## src/rtl/dma_page_pkg.sv

```systemverilog
package dma_page_pkg;
  localparam int SLOT_W = 3;
  localparam int CH_W   = 2;

  typedef struct packed {
    logic            hit;
    logic [CH_W-1:0] chan;
  } slot_map_t;

  // Fixed slot-to-channel order; unmapped slots report hit = 0.
  function automatic slot_map_t map_slot(input logic [SLOT_W-1:0] slot);
    slot_map_t m;
    m = '0;
    case (slot)
      3'd1: begin m.hit = 1'b1; m.chan = 2'd2; end
      3'd2: begin m.hit = 1'b1; m.chan = 2'd3; end
      3'd3: begin m.hit = 1'b1; m.chan = 2'd1; end
      3'd7: begin m.hit = 1'b1; m.chan = 2'd0; end
      default: m = '0;
    endcase
    return m;
  endfunction
endpackage

```

## src/rtl/dma_page_decode.sv

```systemverilog
module dma_page_decode
  import dma_page_pkg::*;
#(
  parameter int OFFS_W = 4
) (
  input  logic [OFFS_W-1:0] win_off,
  output logic              bank,
  output logic              hit,
  output logic [CH_W-1:0]   chan
);
  slot_map_t m;

  always_comb begin
    m    = map_slot(win_off[SLOT_W-1:0]);
    bank = win_off[SLOT_W];
    hit  = m.hit;
    chan = m.chan;
  end
endmodule

```

## src/rtl/dma_page_store.sv

```systemverilog
module dma_page_store
  import dma_page_pkg::*;
#(
  parameter int NBANK  = 2,
  parameter int NCH    = 4,
  parameter int BYTE_W = 8,
  parameter int OFFS_W = 4
) (
  input  logic                      clk,
  input  logic                      rst_n,
  input  logic                      lo_wr,
  input  logic                      hi_wr,
  input  logic [OFFS_W-1:0]         win_off,
  input  logic                      win_hi,
  input  logic                      bank,
  input  logic                      hit,
  input  logic [CH_W-1:0]           chan,
  input  logic [BYTE_W-1:0]         wr_data,
  input  logic [CH_W-1:0]           addr_chan,
  output logic [BYTE_W-1:0]         rd_data,
  output logic [2*BYTE_W-1:0]       addr_page,
  output logic [(NBANK*NCH+(1<<OFFS_W))*BYTE_W-1:0] lo_view,
  output logic [NBANK*NCH*BYTE_W-1:0] hi_view
);
  localparam int PAGE_W = 2 * BYTE_W;
  localparam int NPAGE  = NBANK * NCH;
  localparam int NSCR   = 1 << OFFS_W;

  logic [NPAGE*PAGE_W-1:0] pg_flat;
  logic [NSCR*BYTE_W-1:0]  scr_flat;

  for (genvar b = 0; b < NBANK; b++) begin : g_bank
    for (genvar c = 0; c < NCH; c++) begin : g_ch
      logic [PAGE_W-1:0] q;
      logic sel;
      assign sel = hit && (bank == b[0]) && (chan == c[CH_W-1:0]);
      always_ff @(posedge clk or negedge rst_n) begin
        if (!rst_n) begin
          q <= '0;
        end else begin
          if (lo_wr && sel) q[BYTE_W-1:0]      <= wr_data;
          if (hi_wr && sel) q[PAGE_W-1:BYTE_W] <= wr_data;
        end
      end
      assign pg_flat[(b*NCH+c)*PAGE_W +: PAGE_W] = q;
      assign lo_view[(b*NCH+c)*BYTE_W +: BYTE_W] = q[BYTE_W-1:0];
      assign hi_view[(b*NCH+c)*BYTE_W +: BYTE_W] = q[PAGE_W-1:BYTE_W];
    end
  end

  for (genvar i = 0; i < NSCR; i++) begin : g_scr
    logic [BYTE_W-1:0] s;
    always_ff @(posedge clk or negedge rst_n) begin
      if (!rst_n)                                   s <= '0;
      else if (lo_wr && win_off == i[OFFS_W-1:0])  s <= wr_data;
    end
    assign scr_flat[i*BYTE_W +: BYTE_W] = s;
  end

  assign lo_view[NPAGE*BYTE_W +: NSCR*BYTE_W] = scr_flat;

  logic [$clog2(NPAGE)-1:0] rd_idx;
  assign rd_idx = {bank, chan};

  always_comb begin
    if (win_hi)   rd_data = '0;
    else if (hit) rd_data = pg_flat[rd_idx*PAGE_W +: BYTE_W];
    else          rd_data = scr_flat[win_off*BYTE_W +: BYTE_W];
  end

  // Bank 0 alone drives address composition.
  assign addr_page = pg_flat[addr_chan*PAGE_W +: PAGE_W];
endmodule

```

## src/rtl/dma_page_compose.sv

```systemverilog
module dma_page_compose #(
  parameter int          PAGE_W    = 16,
  parameter int          CO_W      = 16,
  parameter logic [31:0] ADDR_MASK = 32'h7FFF_0000
) (
  input  logic [PAGE_W-1:0]      page,
  input  logic [CO_W-1:0]        dma_off,
  output logic [PAGE_W+CO_W-1:0] phys_addr
);
  localparam int ADDR_W = PAGE_W + CO_W;

  function automatic logic [ADDR_W-1:0] compose(input logic [PAGE_W-1:0] p,
                                                input logic [CO_W-1:0]   o);
    logic [ADDR_W-1:0] base;
    base = {p, {CO_W{1'b0}}} & ADDR_MASK[ADDR_W-1:0];
    return base + {{PAGE_W{1'b0}}, o};
  endfunction

  assign phys_addr = compose(page, dma_off);
endmodule

```

## src/rtl/dma_page_regs.sv

```systemverilog
module dma_page_regs
  import dma_page_pkg::*;
#(
  parameter int NBANK  = 2,
  parameter int NCH    = 4,
  parameter int BYTE_W = 8,
  parameter int OFFS_W = 4,
  parameter int CO_W   = 16
) (
  input  logic                     clk,
  input  logic                     rst_n,
  input  logic                     wr_en,
  input  logic                     win_hi,
  input  logic [OFFS_W-1:0]        win_off,
  input  logic [BYTE_W-1:0]        wr_data,
  output logic [BYTE_W-1:0]        rd_data,
  input  logic [CH_W-1:0]          dma_chan,
  input  logic [CO_W-1:0]          dma_off,
  output logic [2*BYTE_W+CO_W-1:0] phys_addr
);
  localparam int PAGE_W = 2 * BYTE_W;
  localparam int NSCR   = 1 << OFFS_W;

  logic            dec_bank;
  logic            dec_hit;
  logic [CH_W-1:0] dec_chan;
  logic            lo_wr_evt;
  logic            hi_wr_evt;
  logic [PAGE_W-1:0] addr_page;
  logic [(NBANK*NCH+NSCR)*BYTE_W-1:0] lo_view;
  logic [NBANK*NCH*BYTE_W-1:0]        hi_view;

  assign lo_wr_evt = wr_en && !win_hi;
  assign hi_wr_evt = wr_en && win_hi && dec_hit;

  dma_page_decode #(.OFFS_W(OFFS_W)) u_dec (
    .win_off (win_off),
    .bank    (dec_bank),
    .hit     (dec_hit),
    .chan    (dec_chan)
  );

  dma_page_store #(
    .NBANK(NBANK), .NCH(NCH), .BYTE_W(BYTE_W), .OFFS_W(OFFS_W)
  ) u_store (
    .clk       (clk),
    .rst_n     (rst_n),
    .lo_wr     (lo_wr_evt),
    .hi_wr     (hi_wr_evt),
    .win_off   (win_off),
    .win_hi    (win_hi),
    .bank      (dec_bank),
    .hit       (dec_hit),
    .chan      (dec_chan),
    .wr_data   (wr_data),
    .addr_chan (dma_chan),
    .rd_data   (rd_data),
    .addr_page (addr_page),
    .lo_view   (lo_view),
    .hi_view   (hi_view)
  );

  dma_page_compose #(.PAGE_W(PAGE_W), .CO_W(CO_W)) u_comp (
    .page      (addr_page),
    .dma_off   (dma_off),
    .phys_addr (phys_addr)
  );
endmodule

```

## config.mk

```make
export PLATFORM = sky130hd
export DESIGN_NAME = dma_page_regs
export DESIGN_NICKNAME = d
export VERILOG_FILES = /design/src/rtl/dma_page_pkg.sv /design/src/rtl/dma_page_decode.sv /design/src/rtl/dma_page_store.sv /design/src/rtl/dma_page_compose.sv /design/src/rtl/dma_page_regs.sv
export SDC_FILE = /design/constraint.sdc
export NUM_CORES = 1
export LEC_CHECK = 0
export ABC_AREA = 1
export BUFFER_PORTS_ARGS = -buffer_cell sky130_fd_sc_hd__buf_2
export CAP_MARGIN = 25
export CORE_MARGIN = 3
export CORE_UTILIZATION = 35
export DETAILED_ROUTE_END_ITERATION = 8
export GPL_TIMING_DRIVEN = 0
export PLACE_DENSITY = 0.61
export SLEW_MARGIN = 20
export SYNTH_ARGS = -nofsm -noshare
export SYNTH_HDL_FRONTEND = slang
export SYNTH_SLANG_ARGS = --single-unit
```

## constraint.sdc

```tcl
create_clock -name clk -period 4.8 [get_ports clk]
set_clock_uncertainty 0.15 [all_clocks]
set_input_delay 0.96 -clock clk [delete_from_list [all_inputs] [get_ports clk]]
set_output_delay 0.96 -clock clk [all_outputs]
set_load 0.02 [all_outputs]
```

* Word-level counts from Yosys, hierarchy flattened
Cells that the tools add are included.
** Word-level totals
- Bits in registers :: 256
- Input bits :: 34
- Output and inout port bits :: 40
- Logic and storage cells :: 110
** Operators by class
- Add/subtract/negate cells :: 1
- Equal/unequal tests :: 22
- Shift operators :: 3
- Muxes and demuxes :: 3
- Bitwise operators :: 1
- Reduce and logical (&&, ||, !) cells :: 48
** Operators by type and width (number)
- 128-bit by 8-bit indexed part select with 8-bit output :: 2
- 128-bit by 7-bit indexed part select with 15-bit output :: 1
- 1-bit logical AND :: 45
- 31-bit by 16-bit adder with 32-bit output :: 1
- 4-bit == test (second input constant) :: 8
- 4-bit by 3-bit == test with 1-bit output (second input constant) :: 4
- 8-bit two-way mux :: 2
- 3-bit one-hot mux with 4 select lines :: 1
- 4-bit by 2-bit == test with 1-bit output (second input constant) :: 2
- 3-bit by 2-bit == test with 1-bit output (second input constant) :: 2
- 2-bit == test (second input constant) :: 2
- 4-bit by 1-bit == test with 1-bit output (second input constant) :: 1
- 4-bit zero test :: 1
- 3-bit by 1-bit == test with 1-bit output (second input constant) :: 1
- 3-bit == test (second input constant) :: 1
- 2-bit by 1-bit == test with 1-bit output (second input constant) :: 1
- 2-bit zero test :: 1
- 1-bit zero test :: 1
- 1-bit NOT :: 1

* Logic depth before layout (Yosys ltp)
Gate-level depths: netlist of the first run.
- Depth in word-level cells :: 5
- Mapped depth :: 12
- Gate-level depth less buffers :: 10

* Cells and area by module
Synthesis of the first run repeated with hierarchy kept, for this count alone.
** Second synthesis, totals
- Cells, all modules :: 1538
- Area total of the unflattened synthesis :: 11991.5 um^2
** By module, submodules not included
- dma_page_store :: instances 1, cells each 1489, area each 11677.4 um^2
- dma_page_compose :: instances 1, cells each 33, area each 244.0 um^2
- dma_page_decode :: instances 1, cells each 11, area each 48.8 um^2
- dma_page_regs :: instances 1, cells each 5, area each 21.3 um^2

* Worst setup path before layout of the first run
Ideal clock, no wire load.
- Path type :: input-to-output
- Start :: input port win_off[2]
- End :: output port rd_data[4]
- Data arrival time :: 2.218 ns
- Path slack :: 1.472 ns
- Cell stages on the path :: 11
- Path buffers :: 2
- Cells stage by stage :: buf_4 -> inv_2 -> nand2_1 -> buf_2 -> nand2_1 -> o21ai_0 -> nand2_1 -> nand2_1 -> nand2_1 -> nand3_1 -> nor2_1
** Between the ends
- Word-level cells in the longest chain between the ends :: 5
- Elaborated cells on any way between the ends :: 9
** Ends and longest elaborated chain
- start: declaration :: line dma_page_regs.sv:14 : input logic [OFFS_W-1:0] win_off,
- 3-bit == test (tied with other cells) :: line dma_page_pkg.sv:14 : case (slot)
- 3-bit one-hot mux with 4 select lines :: line dma_page_pkg.sv:14
- 128-bit by 8-bit indexed part select with 8-bit output :: line dma_page_store.sv:67 : else if (hit) rd_data = pg_flat[rd_idx*PAGE_W +: BYTE_W];
- 8-bit two-way mux * :: line dma_page_store.sv:67
- 8-bit two-way mux * :: line dma_page_store.sv:66 : if (win_hi) rd_data = '0;
- end: declaration :: line dma_page_regs.sv:16 : output logic [BYTE_W-1:0] rd_data,
Every way passes the cells marked *; elsewhere a longest branch is shown, timed or not.

* Worst setup path after layout of the first run
- Start :: input port win_off[0]
- End :: output port rd_data[4]
The elaborated chain is that of the path after synthesis.

==> results.md, run 1 <==
- Diode count: 0
- Count of pins over their slew limit: 0
- Max Cap Violations: 0
- Worst-margin pin slew: 930 ps
- Crit Path Max Fanout: 10
- Max Fclk: 240 MHz
- Area of the core: 30,700 um^2
- Final hold violations: 0
- Layout cells sized above 1: 0.0982
- Post-Syn Nets: 1,543
- Met1 Use GR: 0.305
- TritonCTS clock tree: done
- Tmin final: 4160 ps
- Yosys cell types: 28
- Critical Path RT: 3690 ps
- Placer Congestion: 0.926
- Crit path launch type: input pin
- Number of global-route vias before repair: 9,324
- Row count: 64
- Outcome: complete, no violations
- Reg-to-reg startpoint: u_store.g_bank[0].g_ch[0].q[0]
- Initial Utilization: 0.358
- M2 GR Usage: 0.307
- Critical Path Start: win_off[0]
- Final setup vio count: 0
- PortBufs: 45
- Worst setup path class: in2out
- Clk buf depth: 3
- Top cells by count, synth: nand2_1, o21ai_0, dfrtp_1, inv_1, nor2_1
- Post-Layout Cell Count: 1,994
- Vias: 9,789
- Area contributors post-synth: dfrtp_1, nand2_1, o21ai_0
- Yosys synthesis warning count: 0
- Global-route wire length before repair: 53,000 um
- PnR worst setup slack: 638 ps
- Yosys reg bits: 220
- EDFF count, synth: 0
- RSZ-0062 raised after global routing: false
- Top-level port count: 74
- P_leak: 6.58 nW
- Met3 usage: 0.0298
- FF/Latch Area: 5510 um^2
- Root buffer cell: clkbuf_16
- Die width: 183 um
- Drt wl/cell: 17.1 um
- # hold bufs at CTS: 0
- Relative slew slack: 0.380
- Area Overhead vs Synth: 14.6%
- FFs w/ async S/R, synth: 1.00
- Critical path capture point type: output pin
- Die height: 183 um
- First DRT Iteration DRCs: 988
- Total track usage: 0.202
- Largest net degree at the start of global routing: 97
- Dpl cells: 1,952
- Synth Instances: 1,509
- Drt drc: 0
- Ys flop type: dfrtp_1
- Worst EP arrival: 3050 ps
- Pre-CTS setup slack: 705 ps
- DIE AREA: 33,600 um^2
- Nets: 1,616
- H-tree depth: 1
- Post-route cell area: 12,600 um^2
- Post-route ant nets: 0
- Max VDD drop: 0.223 mV
- Power per cell area: 431 nW/um^2
- Worst min path class: in2async
- TNS Setup: 0 ps
- Post-CTS Setup Bufs: 0
- Initial antenna violation count: 0
- Most used routing layer: met2
- Mean Syn Cell Area: 7.29 um^2
- Area of the multi-input gates: 4220 um^2
- GRT Residual Overflow: 0
- Most common cell in the netlist: nand2_1
- First-pass DRT Iterations: 5
- Detailed Place HPWL: 24,800 um
- Placed cell areas: 11,800 um^2
- Clk pin slew, worst setup/hold paths: 60 ps
- CTS-repair resized insts: 0
- Worst skew pair latency: 530 ps
- Post-Syn Area: 11,000 um^2
- Cell taking the most area after synthesis: dfrtp_1
- Sink Count: 220
- Cts bufs inserted: 24
- Via/cell ratio: 4.91
- Top cell type's share of synthesized area: 0.500
- Total Power: 5.43 mW
- Fillcell total: 3,234
- Final worst-path cycle share: 0.867
- Seq/Total Area, Yosys: 0.500
- Final wirelength: 34,000 um
[worst paths after layout]
| path | endpoint | slack [ps] | cells past startpoint |
|---|---|---|---|
| worst max-delay path | rd_data[4] | 640 | 13 |
| worst min-delay path | u_store.g_bank[1].g_ch[1].q[1] | 170 | 1 |
| worst max register to register | u_store.g_bank[0].g_ch[0].q[0] | 3900 | 2 |
| worst min register to register | u_store.g_scr[6].s[7] | 330 | 2 |
| max in group asynchronous | u_store.g_bank[0].g_ch[2].q[10] | 3510 | 2 |
| min in group clk | u_store.g_scr[6].s[7] | 330 | 2 |
[cell families (layout without fill, tap and decap cells)]
kind of cell	after synthesis	after routing	share of synthesized area
AOI/OAI and AO/OA	290	290	0.133
buffers and inverters	310	399	0.116
DFF	220	220	0.500
other	1	1	0.000341
and+or+nand+nor	688	688	0.250
[through the flow]
step | util | hold WS (ps)
final | 0.410 | 165
after global routing | 0.410 | 173
after detailed placement | 0.383 | 324
after CTS | 0.410 | 153
after global placement | 0.381 | 316
after floorplan | - | 303
[final cells by class]
| type | count | share of cell area |
|---|---|---|
| flip-flops and latches | 220 | 0.437 |
| multi-input cells | 979 | 0.335 |
| inverters | 213 | 0.0638 |
| clock buffers | 33 | 0.0543 |
| well taps | 396 | 0.0393 |
| plain buffers | 97 | 0.0376 |
| repair buffers | 47 | 0.0230 |
| clock inverters | 9 | 0.0104 |
[flip-flops by register name, summed over array words and instances (netlist names)]
register / flops
u_store.g_scr.s: 128
u_store.g_bank.g_ch.q: 92
[cells in the final DEF, fill, tap and decap left out, types with 3 or more instances in the layout]
cell type and count:
nand2_1 603, o21ai_0 230, dfrtp_1 220, inv_1 208, buf_2 69, clkbuf_1 47
nor2_1 45, o21ai_1 28, a21oi_1 24, clkbuf_16 24, buf_4 21, nand3_1 11
buf_1 8, nand4_1 7, o22ai_1 7, clkinv_2 5, clkbuf_8 5, nor2_2 4
nand3_2 4, nor2_4 3, inv_2 3, nand2_4 3, bufinv_16 3
[power by group]
part / total (mW) / internal (mW) / switching, mW
Sequential: 2.41 / 2.24 / 0.171
Combinational: 1.10 / 0.357 / 0.745
Clock: 1.91 / 1.16 / 0.758
Total: 5.43 / 3.75 / 1.67
[metal layers]
layer / vias up / wire length, um
li1: 4767 / -
met1: 4653 / 16400
met2: 329 / 14700
met3: 40 / 2290
met4: 0 / 710
met5: - / 0
[critical path, stage by stage]
cell and delay, ps:
buf_2 170, buf_2 250, buf_1 590, nand2_1 120, nand2_1 110, nand2_1 70, nand2_1 110, nand2_1 70
nand2_1 120, nor2_1 60, nor2_1 160, nor2_1 90, buf_2 160
(Power assumes the default switching activity.)
==> inputs of run 2 (changes only) <==
--- a/config.mk
+++ b/config.mk
@@ -16,4 +16,5 @@
 export SLEW_MARGIN = 20
 export SYNTH_ARGS = -nofsm -noshare
 export SYNTH_HDL_FRONTEND = slang
+export SYNTH_HIERARCHICAL = 1
 export SYNTH_SLANG_ARGS = --single-unit
==> results.md, run 2 <==
- Outcome: complete, no violations
- # hold bufs at CTS: 0 (unchanged)
- Reg-to-reg startpoint: u_store/g_bank[0].g_ch[1].q[3]
- RSZ-0062 raised after global routing: false
- Pre-CTS setup slack: 673 ps (-32.5 ps)
- Drt drc: 0 (unchanged)
- Detailed Place HPWL: 22,900 um (-7.7%)
- Top-level port count: 74 (unchanged)
- Dpl cells: 1,865 (-4.5%)
- Post-Syn Nets: 1,451 (-6.0%)
- Max VDD drop: 0.296 mV (+33%)
- Final worst-path cycle share: 0.873 (+0.00590)
- Worst setup path class: in2out
- Row count: 63 (-1.6%)
- Met2 WL: 15,100 um (+3.2%)
- Yosys synthesis warning count: 6 (+6)
- Initial antenna violation count: 1 (+1)
- Die height: 181 um (-1.3%)
- Mean Syn Cell Area: 7.56 um^2 (+3.8%)
- DR top layer: met4
- Slowest CP cell: clkbuf_1
- Biggest regs: u_store/g_scr.s (128), u_store/g_bank.g_ch.q (92)
- Sink Count: 220 (unchanged)
- First DRT Iteration DRCs: 840 (-15%)
- Placer Congestion: 0.909 (-1.8%)
- Area Overhead vs Synth: 15.2%
- Power per cell area: 422 nW/um^2 (-1.9%)
- Crit path launch type: input pin
- Final setup vio count: 0 (unchanged)
- Final hold violations: 0 (unchanged)
- Tmin final: 4190 ps (+28.3 ps)
- Count of pins over their slew limit: 0 (unchanged)
- Area of the core: 29,900 um^2 (-2.8%)
- TNS Setup: 0 ps (unchanged)
- Critical path cell sequence: buf_2 > inv_1 > nand3_1 > nand2_1 > buf_2 > clkbuf_1 > nand3_1 > nand4_1 > nand2_1 > nand2_1 > inv_1 > a21oi_1 > buf_2
- Crit Path Max Fanout: 10 (unchanged)
- Final wirelength: 32,800 um (-3.6%)
- Via/cell ratio: 5.03 (+2.4%)
- P_leak: 6.09 nW (-7.5%)
- Worst EP arrival: 3080 ps (+30 ps)
- Clk buf depth: 3 (unchanged)
- Largest net degree at the start of global routing: 89 (-8.2%)
- Initial Utilization: 0.359 (+0.00101)
- Max Fclk: 239 MHz (-0.68%)
- DIE AREA: 32,800 um^2 (-2.5%)
- Vias: 9,602 (-1.9%)
- Total track usage: 0.197 (-0.00499)
- Reg with most FFs: u_store/g_scr.s
- Worst-margin pin slew: 817 ps (-113 ps)
- Commonest non-fill, non-tap cell in the layout: nand2_1
- CTS-repair resized insts: 0 (unchanged)
- Synth Instances: 1,417 (-6.1%)
- Critical path capture point type: output pin
- R2R depth: 2 (unchanged)
- Cts bufs inserted: 25 (+4.2%)
- Hold slack: 196 ps (+31.0 ps)
- Placed cell areas: 11,600 um^2 (-2.0%)
- Worst min path class: in2async
- Clk pin slew, worst setup/hold paths: 60 ps (about the same)
- First-pass DRT Iterations: 5 (unchanged)
- Post-Layout Cell Count: 1,910 (-4.2%)
- Total Power: 5.21 mW (-3.9%)
- Number of global-route vias before repair: 9,246 (-0.84%)
- Max Cap Violations: 0 (unchanged)
- Layout cells sized above 1: 0.125 (+0.0268)
- Post-route ant nets: 0 (unchanged)
- Worst skew pair latency: 510 ps (-20 ps)
- Post-Syn Area: 10,700 um^2 (-2.6%)
- TritonCTS clock tree: done
- GRT Residual Overflow: 0 (unchanged)
- Worst r2r dst: u_store/g_bank[0].g_ch[1].q[3]
- Drt wl/cell: 17.2 um (+0.62%)
- Max FFs per register: 128 (unchanged)
- Nets: 1,536 (-5.0%)
- Post-route cell area: 12,400 um^2 (-2.0%)
- Commonest cells after routing, fill and taps aside: nand2_1, o21ai_0, dfrtp_1, buf_2, nor2_1
- Worst R2R Setup Slack: 3900 ps (about the same)
- PnR worst setup slack: 609 ps (-28.3 ps)
- Largest stage delay on the critical path: 480 ps (-110 ps)
- M1 wire length: 14,800 um (-9.5%)
- H-tree depth: 1 (unchanged)
- Relative slew slack: 0.456 (+0.0756)
- Diode count: 0 (unchanged)
- Die width: 181 um (-1.3%)
- Final core occ: 0.413 (+0.00358)
- Critical Path RT: 3690 ps (about the same)
- Global-route wire length before repair: 51,900 um (-2.1%)
- PortBufs: 56 (+24%)
- Met3 WL post-DR: 1690 um (-26%)
- Post-CTS Setup Bufs: 0 (unchanged)
- Root buffer cell: clkbuf_16
-- run 2: changes by cell type in the layout (fill, tap and decap cells not counted), moves of 5 or more --
cell,previous run,this run
buf_4,21,39
o22ai_1,7,15
nand4_1,7,16
inv_1,208,40
nor2_1,45,83
o21ai_1,28,1
buf_2,69,91
a21oi_1,24,48
nand2_1,603,597
clkbuf_1,47,52
nand3_1,11,23
-- run 2: worst max path at each step --
| stage | from | endpoint | slack [ps] | cells after the start |
|---|---|---|---|---|
| 2_1_floorplan | win_off[2] | rd_data[5] | 1360 | 11 |
| 3_3_place_gp | rst_n | u_store/g_scr[14].s[5] | -1260 | 1 |
| 3_5_place_dp | win_off[1] | rd_data[6] | 670 | 12 |
| 4_1_cts | win_off[1] | rd_data[6] | 670 | 12 |
| 5_1_grt | win_off[1] | rd_data[5] | 480 | 12 |
| 6_report | win_off[2] | rd_data[5] | 610 | 13 |
-- run 2: power by group --
group	total (mW)	leakage, nW	internal, mW	switching [mW]
Clock	1.86	0.394	1.08	0.784
Combinational	0.940	2.87	0.350	0.590
Sequential	2.41	2.82	2.21	0.203
-- run 2: critical path, delay by kind of cell --
kind / cells / cell delay, ps
simple gates: 6 / 640
compound gates: 1 / 240
buf+inv: 6 / 1240
-- run 2: layout make-up --
cell class | count | area (um^2)
plain buffers | 128 | 672
well taps | 390 | 488
inverters | 45 | 169
clock buffers | 33 | 696
multi-input cells | 1024 | 4370
fillers | 3105 | 17500
repair buffers | 58 | 345
clock inverters | 12 | 104
flip-flops and latches | 220 | 5510
-- run 2: routing by layer --
layer | up-vias | track usage
met3 | 65 | 0.0268
met1 | 4599 | 0.274
li1 | 4670 | -
met4 | 0 | 0.0652
met2 | 268 | 0.318
met5 | - | 0
==> inputs of run 3 (changes only) <==
--- a/config.mk
+++ b/config.mk
@@ -6,11 +6,11 @@
 export NUM_CORES = 1
 export LEC_CHECK = 0
 export ABC_AREA = 1
-export BUFFER_PORTS_ARGS = -buffer_cell sky130_fd_sc_hd__buf_2
 export CAP_MARGIN = 25
 export CORE_MARGIN = 3
 export CORE_UTILIZATION = 35
 export DETAILED_ROUTE_END_ITERATION = 8
+export DONT_BUFFER_PORTS = 1
 export GPL_TIMING_DRIVEN = 0
 export PLACE_DENSITY = 0.61
 export SLEW_MARGIN = 20
==> constraint.sdc (replaced) <==
create_clock -name clk -period 3.8 [get_ports clk]
set_clock_uncertainty 0.15 [all_clocks]
set_input_delay 0.76 -clock clk [delete_from_list [all_inputs] [get_ports clk]]
set_output_delay 0.76 -clock clk [all_outputs]
set_load 0.02 [all_outputs]
==> results.md, run 3 (synthesis gave the netlist of run 2 again) <==
- DIE AREA: 32,800 um^2 (unchanged)
- Placed cell areas: 11,200 um^2 (-3.0%)
- Initial antenna violation count: 2 (+1)
- Switching Share: 0.287 (-0.0157)
- FF/Latch Area: 5510 um^2 (unchanged)
- Row count: 63 (unchanged)
- Post-route ant nets: 0 (unchanged)
- Final setup vio count: 0 (unchanged)
- Pre-CTS setup slack: 190 ps (-483 ps)
- Max Fclk: 273 MHz
- M2 GR Usage: 0.320 (+0.00165)
- Area of the core: 29,900 um^2 (unchanged)
- PnR worst setup slack: 136 ps (-473 ps)
- Critical Path Start: win_off[2]
- Via/cell ratio: 5.18 (+3.0%)
- Logic pwr share: 0.160 (-0.020)
- Diode count: 0 (unchanged)
- Max Cap Violations: 0 (unchanged)
- Initial Utilization: 0.359 (unchanged)
- Layout cells sized above 1: 0.0910 (-0.0340)
- Die width: 181 um (unchanged)
- Largest stage delay on the critical path: 490 ps (about the same)
- Met3 usage: 0.0399 (+0.0131)
- Area of the multi-input gates: 4370 um^2 (unchanged)
- Clk network pwr share: 0.393 (+0.036)
- Reg with most FFs: u_store/g_scr.s
- Sink Count: 220 (unchanged)
- Max VDD drop: 0.403 mV (+36%)
- First-pass DRT Iterations: 5 (unchanged)
- TritonCTS clock tree: done
- Worst Path Buf+Inv: 4 (-2)
- TNS Setup: 0 ps (unchanged)
- Root buffer cell: clkbuf_16
- Slowest CP cell: a21oi_1
- RSZ-0062 raised after global routing: false
- Worst min path class: in2async
- Post-CTS Setup Bufs: 0 (unchanged)
- Worst-margin pin slew: 874 ps (+57.3 ps)
- CP top delay family: buffers and inverters
- Power per cell area: 564 nW/um^2 (+34%)
- Largest net degree at the start of global routing: 221 (+150%)
- Detailed Place HPWL: 22,600 um (-1.4%)
- Crit Path Max Fanout: 10 (unchanged)
- Cell Int Power: 4.88 mW (+34%)
- Fillcell total: 3,045 (-1.9%)
- Relative slew slack: 0.417 (-0.0382)
- Final hold violations: 220 (+220)
- Reg power frac: 0.446 (-0.017)
- Clk pin slew, worst setup/hold paths: 60 ps (about the same)
- Critical path capture point type: output pin
- Placer Congestion: 0.924 (+1.7%)
- Commonest non-fill, non-tap cell in the layout: nand2_1
- Drt wl/cell: 18.0 um (+4.7%)
- Top-level port count: 74 (unchanged)
- Violated checks: hold timing
- Count of pins over their slew limit: 0 (unchanged)
- Total track usage: 0.198 (+0.00131)
- Met1 Use GR: 0.269 (-0.00492)
- H-tree depth: 1 (unchanged)
- Drt drc: 0 (unchanged)
- Worst EP arrival: 2750 ps (-330 ps)
- Area Overhead vs Synth: 13.2%
- First DRT Iteration DRCs: 873 (+3.9%)
- Post-route cell area: 12,100 um^2 (-1.8%)
- Tmin final: 3660 ps
- PortBufs: 0 (-100%)
- Total Power: 6.85 mW (+31%)
- Final wirelength: 33,300 um (+1.5%)
- Cts bufs inserted: 25 (unchanged)
- Vias: 9,583 (-0.20%)
- Hold slack: -238 ps (-434 ps)
- GRT Residual Overflow: 0 (unchanged)
- Worst setup path class: in2out
- Crit path launch type: input pin
- Clk buf depth: 3 (unchanged)
- Worst skew pair latency: 540 ps (+30 ps)
- Most used routing layer: met2
- Reg-to-reg startpoint: u_store/g_scr[11].s[2]
- Critical path cell sequence: inv_1 > nand3_1 > nand2_1 > buf_2 > clkbuf_1 > nand3_1 > nand4_1 > nand2_1 > nand2_1 > inv_1 > a21oi_1
- Cell mode on critical path: nand2_1
- Critical Path RT: 2890 ps (-800 ps)
- Max FFs per register: 128 (unchanged)
- Biggest regs: u_store/g_scr.s (128), u_store/g_bank.g_ch.q (92)
- Global-route wire length before repair: 51,800 um (about the same)
- Die height: 181 um (unchanged)
- Commonest cells after routing, fill and taps aside: nand2_1, o21ai_0, dfrtp_1, nor2_1, clkbuf_1
- Sw power: 1.96 mW (+24%)
- Number of global-route vias before repair: 9,130 (-1.3%)
- Final worst-path cycle share: 0.964
- Outcome: finished with violations
- P_leak: 5.87 nW (-3.5%)
- CTS-repair resized insts: 0 (unchanged)
- Nets: 1,478 (-3.8%)
==> run 3: cell type report <==
class                   instances  area share
plain buffers                 128      0.0554
well taps                     390      0.0402
flip-flops and latches        220       0.454
clock inverters                10      0.0162
multi-input cells            1024       0.360
clock buffers                  34      0.0601
inverters                      45      0.0139
==> run 3: worst reg2reg max path: stages, from the launching register on <==
cell,delay (ps)
dfrtp_1,380
nand2_1,80
o21ai_0,100
==> run 3: final timing paths <==
path                                              endpoint  slack [ps]  depth (start not counted)
min in group clk                    u_store/g_scr[10].s[5]         190                          2
setup / recovery                                rd_data[6]         140                         11
max in group asynchronous            u_store/g_scr[4].s[5]        3260                          0
hold reg to reg            u_store/g_bank[0].g_ch[1].q[13]         330                          2
setup reg to reg                    u_store/g_scr[11].s[2]        2930                          2
hold / removal              u_store/g_bank[0].g_ch[2].q[2]        -240                          0
==> run 3: metal layers <==
layer,up-vias,part of all wire
met3,66,0.075
met2,400,0.46
met5,-,0.00021
met1,4574,0.43
li1,4541,-
met4,2,0.033
==> run 3: power by group through the flow <==
stage          Combinational [mW]  Sequential [mW]  Clock (mW)
4_1_cts                      1.09             3.05        2.75
2_1_floorplan               0.830             3.01           0
5_1_grt                      1.25             3.11        2.85
6_report                     1.10             3.05        2.69
3_5_place_dp                 1.08             3.09           0
3_3_place_gp                 1.05             3.08           0
==> run 3: stage by stage <==
step | hold slack (ps) | cells | util
final | -238 | 1851 | 0.406
after global routing | -258 | 1851 | 0.406
after CTS | -257 | 1851 | 0.406
after detailed placement | 318 | 1807 | 0.375
after global placement | 310 | 1807 | 0.375
after floorplan | 298 | 1417 | -
